`src/rtl/pfd_pkg.sv`:
```
package pfd_pkg;
  typedef enum logic [1:0] {
    PFD_IDLE     = 2'd0,
    PFD_LEAD_REF = 2'd1,
    PFD_LEAD_FB  = 2'd2
  } pfd_state_e;

  function automatic int unsigned cnt_width(input int unsigned span);
    cnt_width = (span > 2) ? $clog2(span) : 1;
  endfunction
endpackage

```
`src/rtl/pfd_ref_div.sv`:
```
module pfd_ref_div #(
  parameter int unsigned REF_DIV = 300,
  localparam int unsigned CW = pfd_pkg::cnt_width(REF_DIV)
) (
  input  logic clk,
  input  logic rst_n,
  input  logic tick,
  output logic pulse
);
  localparam logic [CW-1:0] TOP = CW'(REF_DIV - 1);

  logic [CW-1:0] cnt_q, cnt_d;
  logic          pulse_d;
  logic          at_zero;

  assign at_zero = (cnt_q == '0);

  always_comb begin
    cnt_d   = cnt_q;
    pulse_d = 1'b0;
    if (tick) begin
      if (at_zero) begin
        cnt_d   = TOP;
        pulse_d = 1'b1;
      end else begin
        cnt_d = cnt_q - 1'b1;
      end
    end
  end

  always_ff @(posedge clk or negedge rst_n) begin
    if (!rst_n) begin
      cnt_q <= TOP;
      pulse <= 1'b0;
    end else begin
      cnt_q <= cnt_d;
      pulse <= pulse_d;
    end
  end
endmodule

```
`src/rtl/pfd_fb_div.sv`:
```
module pfd_fb_div #(
  parameter int unsigned FB_W       = 14,
  parameter int unsigned FB_DEFAULT = 10000
) (
  input  logic            clk,
  input  logic            rst_n,
  input  logic            tick,
  input  logic [FB_W-1:0] ratio_in,
  input  logic            ratio_load,
  output logic            pulse
);
  localparam logic [FB_W-1:0] DEF = FB_W'(FB_DEFAULT);

  logic [FB_W-1:0] cnt_q, cnt_d;
  logic [FB_W-1:0] pend_q, pend_d;
  logic            pend_v_q, pend_v_d;
  logic [FB_W-1:0] act_q, act_d;
  logic [FB_W-1:0] reload;
  logic            term;
  logic            pulse_d;

  assign term   = tick && (cnt_q == '0);
  assign reload = pend_v_q ? pend_q : act_q;

  always_comb begin
    cnt_d    = cnt_q;
    act_d    = act_q;
    pend_d   = pend_q;
    pend_v_d = pend_v_q;
    pulse_d  = term;
    if (tick) begin
      if (term) begin
        cnt_d = (reload == '0) ? '0 : reload - 1'b1;
        act_d = reload;
      end else begin
        cnt_d = cnt_q - 1'b1;
      end
    end
    if (term) pend_v_d = 1'b0;
    if (ratio_load) begin
      pend_d   = ratio_in;
      pend_v_d = 1'b1;
    end
  end

  always_ff @(posedge clk or negedge rst_n) begin
    if (!rst_n) begin
      cnt_q    <= DEF - 1'b1;
      act_q    <= DEF;
      pend_q   <= DEF;
      pend_v_q <= 1'b0;
      pulse    <= 1'b0;
    end else begin
      cnt_q    <= cnt_d;
      act_q    <= act_d;
      pend_q   <= pend_d;
      pend_v_q <= pend_v_d;
      pulse    <= pulse_d;
    end
  end
endmodule

```
`src/rtl/pfd_compare.sv`:
```
module pfd_compare (
  input  logic clk,
  input  logic rst_n,
  input  logic ref_ev,
  input  logic fb_ev,
  output logic up,
  output logic dn,
  output logic done
);
  import pfd_pkg::*;

  pfd_state_e st_q, st_d;

  always_comb begin
    st_d = st_q;
    done = 1'b0;
    unique case (st_q)
      PFD_IDLE: begin
        if (ref_ev && fb_ev)  done = 1'b1;
        else if (ref_ev)      st_d = PFD_LEAD_REF;
        else if (fb_ev)       st_d = PFD_LEAD_FB;
      end
      PFD_LEAD_REF: begin
        if (fb_ev) begin
          st_d = PFD_IDLE;
          done = 1'b1;
        end
      end
      PFD_LEAD_FB: begin
        if (ref_ev) begin
          st_d = PFD_IDLE;
          done = 1'b1;
        end
      end
      default: st_d = PFD_IDLE;
    endcase
  end

  always_ff @(posedge clk or negedge rst_n) begin
    if (!rst_n) st_q <= PFD_IDLE;
    else        st_q <= st_d;
  end

  assign up = (st_q == PFD_LEAD_REF);
  assign dn = (st_q == PFD_LEAD_FB);
endmodule

```
`src/rtl/pfd_lock_det.sv`:
```
module pfd_lock_det #(
  parameter int unsigned LOCK_W = 8,
  parameter int unsigned PW_W   = 12
) (
  input  logic              clk,
  input  logic              rst_n,
  input  logic              active,
  input  logic              done,
  input  logic [LOCK_W-1:0] lock_periods,
  input  logic [PW_W-1:0]   pulse_limit,
  output logic              locked
);
  logic [PW_W-1:0]   wcnt_q, wcnt_d;
  logic [PW_W:0]     width;
  logic [LOCK_W-1:0] good_q, good_d, good_inc;
  logic              locked_d;
  logic              is_good;

  assign width    = {1'b0, wcnt_q} + {{PW_W{1'b0}}, active};
  assign is_good  = (width <= {1'b0, pulse_limit});
  assign good_inc = (good_q == '1) ? good_q : good_q + 1'b1;

  always_comb begin
    wcnt_d   = wcnt_q;
    good_d   = good_q;
    locked_d = locked;
    if (done) begin
      wcnt_d = '0;
      if (is_good) begin
        good_d   = good_inc;
        locked_d = (good_inc >= lock_periods);
      end else begin
        good_d   = '0;
        locked_d = 1'b0;
      end
    end else if (active && (wcnt_q != '1)) begin
      wcnt_d = wcnt_q + 1'b1;
    end
  end

  always_ff @(posedge clk or negedge rst_n) begin
    if (!rst_n) begin
      wcnt_q <= '0;
      good_q <= '0;
      locked <= 1'b0;
    end else begin
      wcnt_q <= wcnt_d;
      good_q <= good_d;
      locked <= locked_d;
    end
  end
endmodule

```
`src/rtl/pfd_synth_core.sv`:
```
module pfd_synth_core #(
  parameter int unsigned REF_DIV    = 300,
  parameter int unsigned FB_W       = 14,
  parameter int unsigned FB_DEFAULT = 10000,
  parameter int unsigned LOCK_W     = 8,
  parameter int unsigned PW_W       = 12
) (
  input  logic              clk,
  input  logic              rst_n,
  input  logic              ref_tick,
  input  logic              vco_tick,
  input  logic [FB_W-1:0]   ratio_in,
  input  logic              ratio_load,
  input  logic [LOCK_W-1:0] lock_periods,
  input  logic [PW_W-1:0]   pulse_limit,
  output logic              ref_pulse,
  output logic              fb_pulse,
  output logic              up,
  output logic              dn,
  output logic              locked
);
  logic [1:0] rst_sync_q;
  logic       core_rst_n;
  logic       cmp_done;

  always_ff @(posedge clk or negedge rst_n) begin
    if (!rst_n) rst_sync_q <= 2'b00;
    else        rst_sync_q <= {rst_sync_q[0], 1'b1};
  end
  assign core_rst_n = rst_sync_q[1];

  pfd_ref_div #(.REF_DIV(REF_DIV)) u_ref_div (
    .clk   (clk),
    .rst_n (core_rst_n),
    .tick  (ref_tick),
    .pulse (ref_pulse)
  );

  pfd_fb_div #(.FB_W(FB_W), .FB_DEFAULT(FB_DEFAULT)) u_fb_div (
    .clk        (clk),
    .rst_n      (core_rst_n),
    .tick       (vco_tick),
    .ratio_in   (ratio_in),
    .ratio_load (ratio_load),
    .pulse      (fb_pulse)
  );

  pfd_compare u_cmp (
    .clk    (clk),
    .rst_n  (core_rst_n),
    .ref_ev (ref_pulse),
    .fb_ev  (fb_pulse),
    .up     (up),
    .dn     (dn),
    .done   (cmp_done)
  );

  pfd_lock_det #(.LOCK_W(LOCK_W), .PW_W(PW_W)) u_lock (
    .clk          (clk),
    .rst_n        (core_rst_n),
    .active       (up | dn),
    .done         (cmp_done),
    .lock_periods (lock_periods),
    .pulse_limit  (pulse_limit),
    .locked       (locked)
  );
endmodule

```
`config.mk`:
```
export PLATFORM = sky130hd
export DESIGN_NAME = pfd_synth_core
export DESIGN_NICKNAME = d
export VERILOG_FILES = /design/src/rtl/pfd_pkg.sv /design/src/rtl/pfd_ref_div.sv /design/src/rtl/pfd_fb_div.sv /design/src/rtl/pfd_compare.sv /design/src/rtl/pfd_lock_det.sv /design/src/rtl/pfd_synth_core.sv
export SDC_FILE = /design/constraint.sdc
export NUM_CORES = 1
export LEC_CHECK = 0
export BUFFER_PORTS_ARGS = -buffer_cell sky130_fd_sc_hd__clkbuf_2
export CORE_MARGIN = 8
export CORE_UTILIZATION = 45
export CTS_CLUSTER_DIAMETER = 30
export DETAILED_ROUTE_END_ITERATION = 16
export PLACE_DENSITY_LB_ADDON = 0.1
export SLEW_MARGIN = 20
export SYNTH_ARGS = -nofsm -noshare
export SYNTH_HDL_FRONTEND = slang
export SYNTH_HIERARCHICAL = 1
export SYNTH_SLANG_ARGS = --single-unit
```
`constraint.sdc`:
```
create_clock -name clk -period 4.4 [get_ports clk]
set_clock_uncertainty 0.15 [all_clocks]
set_input_delay 0.22 -clock clk [delete_from_list [all_inputs] [get_ports clk]]
set_output_delay 0.22 -clock clk [all_outputs]
set_load 0.02 [all_outputs]
```
==> summary.json, run 1 <==
{
  "outcome": "completed",
  "sw_frac_of_total_pct": 38.00,
  "p_int_w": 0.002001,
  "post_cts.repair.setup_buffers": 0,
  "drv_slew": 0,
  "power_density_of_the_placed_cells_mw_per_mm2": 548.7,
  "met2_usage_pct": 24.15,
  "floorplan.die.height_um": 122.6,
  "setup_violations": 0,
  "drv_cap": 0,
  "synthFlopType": "sky130_fd_sc_hd__dfrtp_1",
  "synth_edf_count": 0,
  "multiInputGateArea_mm2": 0.002851,
  "cp_num_buf_inv": 0,
  "antenna_found_initial": 0,
  "critical_path_class": "reg -> reg",
  "clock_tree_from_tritoncts": "built",
  "final_instance_count_excl_fillers": 719,
  "drtIter0Drc": 215,
  "critPathMostFrequentCell": "sky130_fd_sc_hd__ha_1",
  "drt-total-wl_mm": 11.00,
  "crit_path_max_fanout": 9,
  "clockPowerShare_pct": 23.4,
  "core-area_mm2": 0.01127,
  "ys_warn_count": 6,
  "worst_hold_path_type": "in -> async",
  "maxClockFrequency_ghz": 0.2904,
  "post_cts_resize_count": 0,
  "finalCritPeriodShare_pct": 78.25,
  "rsz_0062_raised_after_global_routing": "no",
  "synth.net_count": 589,
  "drt-pass1-iter-count": 4,
  "h-tree-depth": 3,
  "place.port_buffers": 43,
  "grt_pass1_wl_mm": 18.92,
  "vias": 3996,
  "post_route_cells_drive_above_1_share_pct": 24.13,
  "synth_cells": 521,
  "max_transition_margin_pct": 40.72,
  "synth.cell_area_mm2": 0.005117,
  "synth.yosys.seq_area_share_pct": 39.19,
  "slowest_stage": "sky130_fd_sc_hd__dfrtp_1",
  "gr-usage-met1_pct": 21.03,
  "cts_inserted_buffers": 9,
  "synth.avg_cell_area_um2": 9.822,
  "antennaDiodeCount": 0,
  "arrival_time_of_data_at_the_critical_path_endpoint_ns": 3.50,
  "path_cells": "and2b_1 -> or2_1 -> ha_1 -> ha_1 -> nand3_1 -> nor2_1 -> xor2_1 -> ha_1 -> nand2_1 -> o21ai_0 -> o2111ai_1 -> o21ai_2 -> nor2_1",
  "pwr-share-seq_pct": 37.7,
  "routabilityCongestion": 0.8648,
  "total_global_routing_track_utilization_pct": 15.49,
  "initial_core_utilization_pct": 45.40,
  "time_the_final_worst_path_needs_with_i_o_delays_and_setup_ns": 3.443,
  "synth_async_sr_flop_share_pct": 100.0,
  "mostFrequentLayoutCells": "sky130_fd_sc_hd__dfrtp_1 (55), sky130_fd_sc_hd__nor2_1 (46), sky130_fd_sc_hd__clkbuf_2 (43), sky130_fd_sc_hd__ha_1 (29), sky130_fd_sc_hd__inv_1 (28)",
  "drtAntennaViolNets": 0,
  "p_comb_share_pct": 38.8,
  "first_global_vias": 3922,
  "worst_path_largest_cell_delay_ns": 0.41,
  "wl_per_cell_um": 15.30,
  "synth.ff_latch_count": 79,
  "fp-row-count": 39,
  "fin_setup_tns_ns": 0,
  "grt_max_degree": 78,
  "grt.overflow.total": 0,
  "worst_ir_drop_vdd_uv": 311.9,
  "path_delay_family": "compound AO/OA/AOI/OAI gates",
  "clock_path_buffers": 2,
  "detailed_place_hpwl_mm": 7.900,
  "grt.met3_usage_pct": 4.002,
  "design.final.nets": 639,
  "final-hold-violation-count": 0,
  "ff_latch_area_mm2": 0.002009,
  "floorplan.io_pins": 44,
  "measured_slew_at_the_worst_slew_check_pin_ns": 0.8875,
  "worst_skew_pair.late_latency_ns": 0.34,
  "dpl.cell_count": 686,
  "clock_sink_count": 79,
  "routed_via_density": 5.558,
  "cts.root.buffer_cell": "sky130_fd_sc_hd__clkbuf_16",
  "grt_most_used_layer": "met2",
  "worst_setup_sp_type": "flip-flop",
  "crit_required_ns": 4.45,
  "leakagePower_nw": 2.569,
  "drt_drc_violations_left": 0,
  "final_common_cell": "sky130_fd_sc_hd__dfrtp_1",
  "net-switching-power_w": 0.001227,
  "path_clk_slew_ns": 0.06,
  "die_width_um": 122.6,
  "synth_cell_types": 75,
  "dieArea_mm2": 0.01504,
  "fill_cells": 1032,
  "area_delta_synth_final_pct": 14.96,
  "critPathCaptureType": "flip-flop"
}
==> Yosys cell counts, types with 5 or more instances <==
master,count,share of area (%)
sky130_fd_sc_hd__and3_1,6,0.73
sky130_fd_sc_hd__mux2i_1,16,3.1
sky130_fd_sc_hd__inv_1,28,2.1
sky130_fd_sc_hd__nor3b_1,6,0.88
sky130_fd_sc_hd__dfstp_2,23,12
sky130_fd_sc_hd__dfrtp_1,56,27
sky130_fd_sc_hd__nor4_1,9,1.1
sky130_fd_sc_hd__xnor2_1,13,2.2
sky130_fd_sc_hd__a21oi_1,26,2.5
sky130_fd_sc_hd__ha_1,29,7.1
sky130_fd_sc_hd__or3_1,9,1.1
sky130_fd_sc_hd__nor2_1,46,3.4
sky130_fd_sc_hd__o21ai_0,26,2.5
sky130_fd_sc_hd__nor3_1,21,2.1
sky130_fd_sc_hd__nand4_1,5,0.61
sky130_fd_sc_hd__mux2_4,9,2.6
sky130_fd_sc_hd__nand2_1,18,1.3
sky130_fd_sc_hd__clkbuf_1,9,0.66
sky130_fd_sc_hd__o211ai_1,5,0.73
sky130_fd_sc_hd__buf_2,6,0.59
sky130_fd_sc_hd__nand3_1,20,2.0
sky130_fd_sc_hd__xor2_1,20,3.4
sky130_fd_sc_hd__mux2_2,20,4.4
==> kinds of logic (layout without fill, tap and decap cells) <==
| group | Yosys count | count (layout) | synth area share, % |
|---|---|---|---|
| compound gates | 101 | 101 | 12.74 |
| xor+xnor | 33 | 33 | 5.648 |
| simple gates | 180 | 180 | 19.90 |
| fa+ha+maj | 29 | 29 | 7.091 |
| other cells | 1 | 1 | 0.07328 |
| mux | 45 | 45 | 10.17 |
| buf+inv | 53 | 108 | 5.183 |
| flops | 79 | 79 | 39.19 |
==> path summary, 6_finish.rpt <==
check | start | to | slack (ns) | cells after the start
setup / recovery | u_cmp/st_q[0]$_DFFE_PN0P_ | u_lock/good_q[1]$_DFFE_PN0P_ | 0.96 | 13
min in group clk | vco_tick | u_fb_div/cnt_q[0]$_DFFE_PN1P_ | 0.14 | 2
hold reg to reg | rst_sync_q[1]$_DFF_PN0_ | u_ref_div/cnt_q[4]$_DFFE_PN0P_ | 0.06 | 0
hold / removal | rst_n | rst_sync_q[1]$_DFF_PN0_ | 0.04 | 2
max in group asynchronous | rst_sync_q[1]$_DFF_PN0_ | u_fb_div/cnt_q[2]$_DFFE_PN1P_ | 3.41 | 1
setup reg to reg | u_cmp/st_q[0]$_DFFE_PN0P_ | u_lock/good_q[1]$_DFFE_PN0P_ | 0.96 | 13
==> per-stage QoR <==
stage	power (W)	cell area, µm²	util (%)	hold slack [ns]	setup slack (ns)
floorplan	0.002200	5117	-	-0.2256	1.263
global placement	0.002418	5388	47.80	-0.1443	1.137
detailed placement	0.002466	5388	47.80	-0.1411	0.9724
CTS	0.003255	5856	51.95	0.02886	0.9528
global route	0.003510	5883	52.19	0.04863	0.7101
finish	0.003228	5883	52.19	0.04151	0.9570
==> timing repair <==
| item | in CTS | in global routing |
|---|---|---|
| hold buffers | 16 | 0 |
| hold endpoints to repair | 17 | 0 |
| setup endpoints to repair | 0 | 0 |
==> final cells by class <==
cell class,count,area share (%)
multi-input combinational,389,48.47
sequential,79,34.16
timing repair buffer,62,7.103
clock buffer,10,4.062
tap,143,3.041
inverter,30,1.999
clock inverter,6,1.170
==> registers in the layout, indices dropped and copies added, names as in the netlist <==
signal / cells
u_fb_div/act_q: 14
u_fb_div/cnt_q: 14
u_lock/good_q: 8
u_ref_div/pulse: 1
rst_sync_q: 2
u_cmp/st_q: 2
u_lock/wcnt_q: 12
u_fb_div/pulse: 1
u_fb_div/pend_q: 14
u_ref_div/cnt_q: 9
u_lock/locked: 1
u_fb_div/pend_v_q: 1
==> layer usage <==
metal  wire (µm)  share of wire [%]  up-vias
li1            -                  -     1994
met1        5379                 49     1943
met2        5170                 47       53
met3         360                3.3        6
met4          89               0.81        0
met5           0                  0        -
==> power groups by stage <==
stage          clock network (W)  logic (W)  registers, W
3_5_place_dp                   0    0.00123       0.00123
4_1_cts                 0.000777    0.00125       0.00123
3_3_place_gp                   0    0.00119       0.00123
6_report                0.000756    0.00125       0.00122
5_1_grt                 0.000805    0.00145       0.00125
2_1_floorplan                  0    0.00107       0.00113
Note: power is estimated with default switching activity, not from simulation.
==> run 2, diff against run 1 <==
ABC_AREA = 1   (was default)
clock period = 3.1 ns   (was 4.4 ns; I/O delays follow)
==> run 2 against run 1 <==
Net effect:
- register-to-register slack got worse by 0.76 ns
- wire length increased by 14%
- flip-flop and latch count unchanged
- synthesized cell count increased by 49%
- first-iteration DRC count increased by 12%
- critical endpoint unchanged
- sequential share of layout area decreased by 3.1 points
- via count increased by 24%
- maximum frequency increased by 19%
==> summary.json, run 2 <==
{
  "total_power_w": 0.003426,
  "maxClockFrequency_ghz": 0.3446,
  "antennaDiodeCount": 0,
  "clock_tree_from_tritoncts": "built",
  "synth_cell_types": 38,
  "clock_sink_count": 79,
  "grt_max_degree": 78,
  "yosysTopAreaCell": "sky130_fd_sc_hd__dfrtp_1",
  "synth.ff_latch_count": 79,
  "floorplan.die.height_um": 127.1,
  "time_the_final_worst_path_needs_with_i_o_delays_and_setup_ns": 2.902,
  "worst_ir_drop_vdd_uv": 256.1,
  "clockPowerShare_pct": 30.2,
  "place.port_buffers": 43,
  "pwr-share-seq_pct": 41.1,
  "die_width_um": 127.1,
  "floorplan.io_pins": 44,
  "drt-pass1-iter-count": 5,
  "arrival_time_of_data_at_the_critical_path_endpoint_ns": 3.03,
  "clock_path_buffers": 2,
  "drt-total-wl_mm": 12.53,
  "drtAntennaViolNets": 0,
  "dpl.cell_count": 949,
  "worst_hold_path_type": "in -> reg",
  "antenna_found_initial": 0,
  "synth.cell_area_mm2": 0.005550,
  "post_dp_cell_area_mm2": 0.005861,
  "p_int_w": 0.002183,
  "core-area_mm2": 0.01201,
  "worst_skew_pair.late_latency_ns": 0.35,
  "first_global_vias": 4677,
  "synthTopCellsByArea": "sky130_fd_sc_hd__dfrtp_1 (25%), sky130_fd_sc_hd__nand2_1 (14%), sky130_fd_sc_hd__dfstp_2 (11%), sky130_fd_sc_hd__inv_1 (7.5%), sky130_fd_sc_hd__ha_1 (6.5%)",
  "sw_frac_of_total_pct": 36.29,
  "initial_core_utilization_pct": 46.21,
  "final_cell_area_mm2": 0.006462,
  "vias": 4936,
  "leakagePower_nw": 3.296,
  "dieArea_mm2": 0.01614,
  "synth.yosys.seq_area_share_pct": 36.14,
  "drv_slew": 0,
  "worst_setup_sp_type": "flip-flop",
  "grt.overflow.total": 0,
  "cts.root.buffer_cell": "sky130_fd_sc_hd__clkbuf_16",
  "post_route_cells_drive_above_1_share_pct": 19.71,
  "biggestRegsByFlops": "u_fb_div/act_q: 14 flops, u_fb_div/cnt_q: 14 flops, u_fb_div/pend_q: 14 flops",
  "pre_cts_slack_ns": 0.05434,
  "synth.avg_cell_area_um2": 7.162,
  "p_comb_share_pct": 28.7,
  "synthFlopType": "sky130_fd_sc_hd__dfrtp_1",
  "outcome": "completed",
  "mostFrequentLayoutCells": "sky130_fd_sc_hd__nand2_1 (209), sky130_fd_sc_hd__inv_1 (110), sky130_fd_sc_hd__nor2_1 (74), sky130_fd_sc_hd__dfrtp_1 (55)",
  "setup_violations": 0,
  "synth_edf_count": 0,
  "library_cell_with_the_highest_instance_count_after_synthesis": "sky130_fd_sc_hd__nand2_1",
  "drv_cap": 0,
  "yosysTopAreaCellShare_pct": 25.25,
  "synth_async_sr_flop_share_pct": 100.0,
  "h-tree-depth": 3,
  "design.final.nets": 905,
  "measured_slew_at_the_worst_slew_check_pin_ns": 0.8868,
  "total_global_routing_track_utilization_pct": 15.94,
  "final-hold-violation-count": 0,
  "synth_common_cells": "sky130_fd_sc_hd__nand2_1 (214), sky130_fd_sc_hd__inv_1 (111), sky130_fd_sc_hd__nor2_1 (78)",
  "final_instance_count_excl_fillers": 989,
  "drtIter0Drc": 240,
  "path_clk_slew_ns": 0.07,
  "detailed_place_hpwl_mm": 9.149,
  "crit_path_max_fanout": 5,
  "finalCritPeriodShare_pct": 93.61,
  "fin_ws_ns": 0.1981,
  "power_density_of_the_placed_cells_mw_per_mm2": 530.1,
  "final_common_cell": "sky130_fd_sc_hd__nand2_1",
  "synth_cells": 775,
  "fill_cells": 1159,
  "critical_path_class": "reg -> reg",
  "max_transition_margin_pct": 40.82,
  "area_delta_synth_final_pct": 16.43,
  "crit_required_ns": 3.23,
  "routabilityCongestion": 0.8104,
  "wl_per_cell_um": 12.67,
  "final_core_util_pct": 53.80,
  "critPathCaptureType": "flip-flop",
  "net-switching-power_w": 0.001243,
  "drt_drc_violations_left": 0,
  "cts_inserted_buffers": 9,
  "synth.net_count": 843,
  "routed_via_density": 4.991,
  "fp-row-count": 40,
  "ys_warn_count": 6,
  "grt_pass1_wl_mm": 21.31
}
==> run 2: layout make-up <==
cell class | instances | area [µm²] | share of cell area (%)
flip-flops and latches | 79 | 2009 | 31.09
clock inverters | 7 | 63.81 | 0.9874
multi-input cells | 559 | 3062 | 47.38
repair buffers | 67 | 457.9 | 7.086
inverters | 121 | 460.4 | 7.125
well taps | 147 | 183.9 | 2.846
clock buffers | 9 | 225.2 | 3.485
==> run 2: worst paths after layout <==
check | from | endpoint | slack [ns] | cells after the start
setup reg to reg | u_cmp/st_q[0]$_DFFE_PN0P_ | u_lock/good_q[1]$_DFFE_PN0P_ | 0.20 | 21
hold reg to reg | rst_sync_q[1]$_DFF_PN0_ | u_fb_div/act_q[6]$_DFFE_PN0P_ | 0.13 | 0
setup / recovery | u_cmp/st_q[0]$_DFFE_PN0P_ | u_lock/good_q[1]$_DFFE_PN0P_ | 0.20 | 21
max in group asynchronous | rst_sync_q[1]$_DFF_PN0_ | u_fb_div/cnt_q[0]$_DFFE_PN1P_ | 2.02 | 1
hold / removal | vco_tick | u_fb_div/cnt_q[3]$_DFFE_PN1P_ | 0.09 | 3
min in group asynchronous | rst_sync_q[1]$_DFF_PN0_ | u_fb_div/act_q[6]$_DFFE_PN0P_ | 0.13 | 0
==> run 2: power groups by stage <==
stage          logic [W]  registers (W)  clock network, W
6_report        0.000984        0.00141           0.00103
3_5_place_dp    0.000885        0.00143                 0
2_1_floorplan   0.000703        0.00138                 0
4_1_cts         0.000906        0.00141           0.00108
5_1_grt          0.00112        0.00143           0.00111
3_3_place_gp    0.000852        0.00142                 0
==> run 2: per-stage QoR <==
stage	TNS, ns	hold WS (ns)
floorplan	0	-0.2906
global placement	0	-0.2091
detailed placement	0	-0.2000
CTS	0	0.07665
global route	-0.02683	0.1174
finish	0	0.09484
==> run 2: logic make-up (layout without fill, tap and decap cells) <==
| kind of cell | Yosys count | in the layout | synth area share, % |
|---|---|---|---|
| AND/OR/NAND/NOR | 409 | 410 | 34.04 |
| buffers and inverters | 138 | 204 | 10.10 |
| AO/OA/AOI/OAI | 91 | 91 | 8.702 |
| flip-flops | 79 | 79 | 36.14 |
| adder cells (fa/ha/maj) | 29 | 29 | 6.537 |
| XOR/XNOR | 28 | 28 | 4.418 |
| other | 1 | 1 | 0.06756 |
==> run 2: layer usage <==
layer | routed length, µm | GRT usage [%] | part of all wire (%) | vias to the layer above
met4 | 181 | 5.038 | 1.4 | 0
met5 | 0 | 0 | 0 | -
met2 | 6082 | 27.60 | 49 | 84
met3 | 519 | 3.952 | 4.1 | 18
met1 | 5743 | 19.01 | 46 | 2279
li1 | - | - | - | 2555
==> run 2: worst max-delay path, stage by stage (launching register included) <==
cell                      delay [ns]
sky130_fd_sc_hd__dfrtp_1        0.43
sky130_fd_sc_hd__inv_2          0.09
sky130_fd_sc_hd__nor2_2         0.12
sky130_fd_sc_hd__inv_1          0.06
sky130_fd_sc_hd__nand2_2        0.10
sky130_fd_sc_hd__ha_4           0.15
sky130_fd_sc_hd__ha_4           0.13
sky130_fd_sc_hd__inv_2          0.04
sky130_fd_sc_hd__nor2_4         0.10
sky130_fd_sc_hd__nand2_2        0.08
sky130_fd_sc_hd__nor2_2         0.12
sky130_fd_sc_hd__xor2_1         0.16
sky130_fd_sc_hd__ha_1           0.26
sky130_fd_sc_hd__nand2_1        0.09
sky130_fd_sc_hd__nand2_2        0.06
sky130_fd_sc_hd__a21oi_2        0.14
sky130_fd_sc_hd__nand2_1        0.06
sky130_fd_sc_hd__nor2_1         0.13
sky130_fd_sc_hd__nand2_2        0.11
sky130_fd_sc_hd__nand2_4        0.12
sky130_fd_sc_hd__nand2_1        0.07
sky130_fd_sc_hd__nand2_1        0.06
==> run 2: what timing repair did <==
action,4_1_cts,5_1_grt
endpoints found under the setup margin,0,9
resized for setup,0,19
endpoints found under the hold margin,17,0
hold buffers,17,0
setup buffers,0,5
==> run 3, diff against run 2 <==
CAP_MARGIN = 5   (was default)
RECOVER_POWER = 50   (was default)
==> run 3 against run 2 <==
Net effect:
- die area did not move
- cell count is the same
- register-to-register slack hardly changed
- combinational power barely moved
- critical endpoint unchanged
- clock-buffer cell count stayed put
- maximum frequency shrank 0.40%
- flip-flop and latch count did not move
- non-clock buffer count unchanged
- largest power group unchanged
- sequential power about the same
==> summary.json, run 3 (same netlist as run 2, synthesis figures left out) <==
{
  "worst_path_largest_cell_delay_ns": 0.44,
  "path_delay_family": "simple AND/OR/NAND/NOR gates",
  "path_clk_slew_ns": 0.07,
  "grt_pass1_wl_mm": 21.31,
  "drt-pass1-iter-count": 4,
  "cts.root.buffer_cell": "sky130_fd_sc_hd__clkbuf_16",
  "core-area_mm2": 0.01201,
  "detailed_place_hpwl_mm": 9.149,
  "h-tree-depth": 3,
  "grt.overflow.total": 0,
  "post_route_cells_drive_above_1_share_pct": 19.60,
  "biggestRegsByFlops": "u_fb_div/act_q: 14 flops, u_fb_div/cnt_q: 14 flops, u_fb_div/pend_q: 14 flops",
  "area_delta_synth_final_pct": 15.96,
  "drv_slew": 0,
  "leakagePower_nw": 3.288,
  "initial_core_utilization_pct": 46.21,
  "worst_setup_sp_type": "flip-flop",
  "arrival_time_of_data_at_the_critical_path_endpoint_ns": 3.04,
  "final_common_cell": "sky130_fd_sc_hd__nand2_1",
  "mostFrequentLayoutCells": "sky130_fd_sc_hd__nand2_1 (209), sky130_fd_sc_hd__inv_1 (110), sky130_fd_sc_hd__nor2_1 (74), sky130_fd_sc_hd__dfrtp_1 (56), sky130_fd_sc_hd__clkbuf_2 (44)",
  "vias": 4910,
  "routed_via_density": 4.965,
  "worst_hold_path_type": "in -> reg",
  "power_density_of_the_placed_cells_mw_per_mm2": 532.2,
  "routabilityCongestion": 0.8104,
  "worst_ir_drop_vdd_uv": 255.7,
  "fp-row-count": 40,
  "cp_num_buf_inv": 3,
  "maxClockFrequency_ghz": 0.3432,
  "slowest_stage": "sky130_fd_sc_hd__dfrtp_1",
  "drtIter0Drc": 219,
  "antennaDiodeCount": 0,
  "crit_required_ns": 3.23,
  "wl_per_cell_um": 12.66,
  "drtAntennaViolNets": 0,
  "floorplan.io_pins": 44,
  "total_global_routing_track_utilization_pct": 15.94,
  "clock_sink_count": 79,
  "crit_path_max_fanout": 5,
  "final-hold-violation-count": 0,
  "worst_skew_pair.late_latency_ns": 0.35,
  "dpl.cell_count": 949,
  "drt_drc_violations_left": 0,
  "drt-total-wl_mm": 12.53,
  "drv_cap": 0,
  "floorplan.die.height_um": 127.1,
  "fill_cells": 1164,
  "cts_inserted_buffers": 9,
  "measured_slew_at_the_worst_slew_check_pin_ns": 1.279,
  "design.final.nets": 905,
  "max_transition_margin_pct": 14.77,
  "outcome": "completed",
  "critical_path_class": "reg -> reg",
  "antenna_found_initial": 0,
  "time_the_final_worst_path_needs_with_i_o_delays_and_setup_ns": 2.913,
  "total_power_w": 0.003425,
  "clock_path_buffers": 2,
  "clock_tree_from_tritoncts": "built",
  "first_global_vias": 4677,
  "setup_violations": 0,
  "die_width_um": 127.1,
  "finalCritPeriodShare_pct": 93.98,
  "grt_max_degree": 78,
  "fin_setup_tns_ns": 0,
  "path_cells": "inv_2 -> nor2_2 -> inv_1 -> nand2_2 -> ha_4 -> ha_4 -> inv_2 -> nor2_4 -> nand2_2 -> nor2_2 -> xor2_1 -> ha_1 -> nand2_1 -> nand2_2 -> a21oi_2 -> nand2_1 -> nor2_1 -> nand2_2 -> nand2_4 -> nand2_1 -> nand2_1",
  "critPathCaptureType": "flip-flop",
  "final_instance_count_excl_fillers": 989,
  "place.port_buffers": 43,
  "dieArea_mm2": 0.01614
}
-- run 3: cell types whose count changed in the layout (fill, tap and decap cells not counted) --
cell                       before  now
sky130_fd_sc_hd__buf_16         1    0
sky130_fd_sc_hd__buf_4          6    5
sky130_fd_sc_hd__clkbuf_2      43   44
sky130_fd_sc_hd__clkbuf_4       0    1
sky130_fd_sc_hd__dfrtp_1       55   56
sky130_fd_sc_hd__dfrtp_4        1    0
-- run 3: worst paths after layout --
kind,startpoint,end,slack [ns],cells past startpoint
worst min register to register,rst_sync_q[0]$_DFF_PN0_,rst_sync_q[1]$_DFF_PN0_,0.22,0
worst max register to register,u_cmp/st_q[0]$_DFFE_PN0P_,u_lock/good_q[1]$_DFFE_PN0P_,0.19,21
min in group asynchronous,rst_sync_q[1]$_DFF_PN0_,u_fb_div/act_q[6]$_DFFE_PN0P_,0.39,0
max in group asynchronous,rst_sync_q[1]$_DFF_PN0_,u_lock/wcnt_q[2]$_DFFE_PN0P_,0.64,1
worst min-delay path,vco_tick,u_fb_div/cnt_q[3]$_DFFE_PN1P_,0.09,3
worst max-delay path,u_cmp/st_q[0]$_DFFE_PN0P_,u_lock/good_q[1]$_DFFE_PN0P_,0.19,21
-- run 3: what timing repair did --
item	CTS	global route
buffers inserted	0	5
gates resized for setup	0	19
endpoints found under the hold margin	17	0
hold buffers	17	0
setup endpoints to repair	0	9
-- run 3: area by class of cell --
type                    instances  area [µm²]  share of cell area, %
multi-input cells             559        3062                  47.57
flip-flops and latches         79        2006                  31.16
inverters                     121       460.4                  7.154
repair buffers                 67       435.4                  6.765
clock buffers                   9       225.2                  3.499
well taps                     147       183.9                  2.858
clock inverters                 7       63.81                 0.9914
-- run 3: per-layer routing --
| metal | up-vias | global-route usage [%] | part of all wire [%] |
|---|---|---|---|
| li1 | 2550 | - | - |
| met1 | 2272 | 19.01 | 46 |
| met2 | 72 | 27.60 | 49 |
| met3 | 16 | 3.952 | 4.0 |
| met4 | 0 | 5.038 | 1.3 |
| met5 | - | 0 | 0 |
-- run 3: power breakdown --
part	leakage (nW)	switching (W)	internal, W
logic	2.20	0.000592	0.000389
clock network	0.136	0.000475	0.000561
registers	0.956	0.000179	0.00123
total	3.29	0.00125	0.00218
-- run 3: stage by stage --
stage / instance area, µm² / worst slack [ns] / hold slack, ns / util, %
6_report: 6436 / 0.1866 / 0.09009 / 53.58
5_1_grt: 6436 / -0.006522 / 0.1174 / 53.58
4_1_cts: 6320 / 0.05420 / 0.07665 / 52.61
3_5_place_dp: 5861 / 0.05434 / -0.2000 / 48.79
3_3_place_gp: 5861 / 0.1887 / -0.2091 / 48.79
2_1_floorplan: 5550 / 0.1620 / -0.2906 / -
-- run 3: worst register-to-register path, stage by stage, from the launching register on --
cell	delay, ns
sky130_fd_sc_hd__dfrtp_1	0.44
sky130_fd_sc_hd__inv_2	0.09
sky130_fd_sc_hd__nor2_2	0.13
sky130_fd_sc_hd__inv_1	0.07
sky130_fd_sc_hd__nand2_2	0.10
sky130_fd_sc_hd__ha_4	0.15
sky130_fd_sc_hd__ha_4	0.13
sky130_fd_sc_hd__inv_2	0.04
sky130_fd_sc_hd__nor2_4	0.10
sky130_fd_sc_hd__nand2_2	0.08
sky130_fd_sc_hd__nor2_2	0.12
sky130_fd_sc_hd__xor2_1	0.16
sky130_fd_sc_hd__ha_1	0.26
sky130_fd_sc_hd__nand2_1	0.09
sky130_fd_sc_hd__nand2_2	0.06
sky130_fd_sc_hd__a21oi_2	0.14
sky130_fd_sc_hd__nand2_1	0.06
sky130_fd_sc_hd__nor2_1	0.13
sky130_fd_sc_hd__nand2_2	0.11
sky130_fd_sc_hd__nand2_4	0.12
sky130_fd_sc_hd__nand2_1	0.07
sky130_fd_sc_hd__nand2_1	0.06
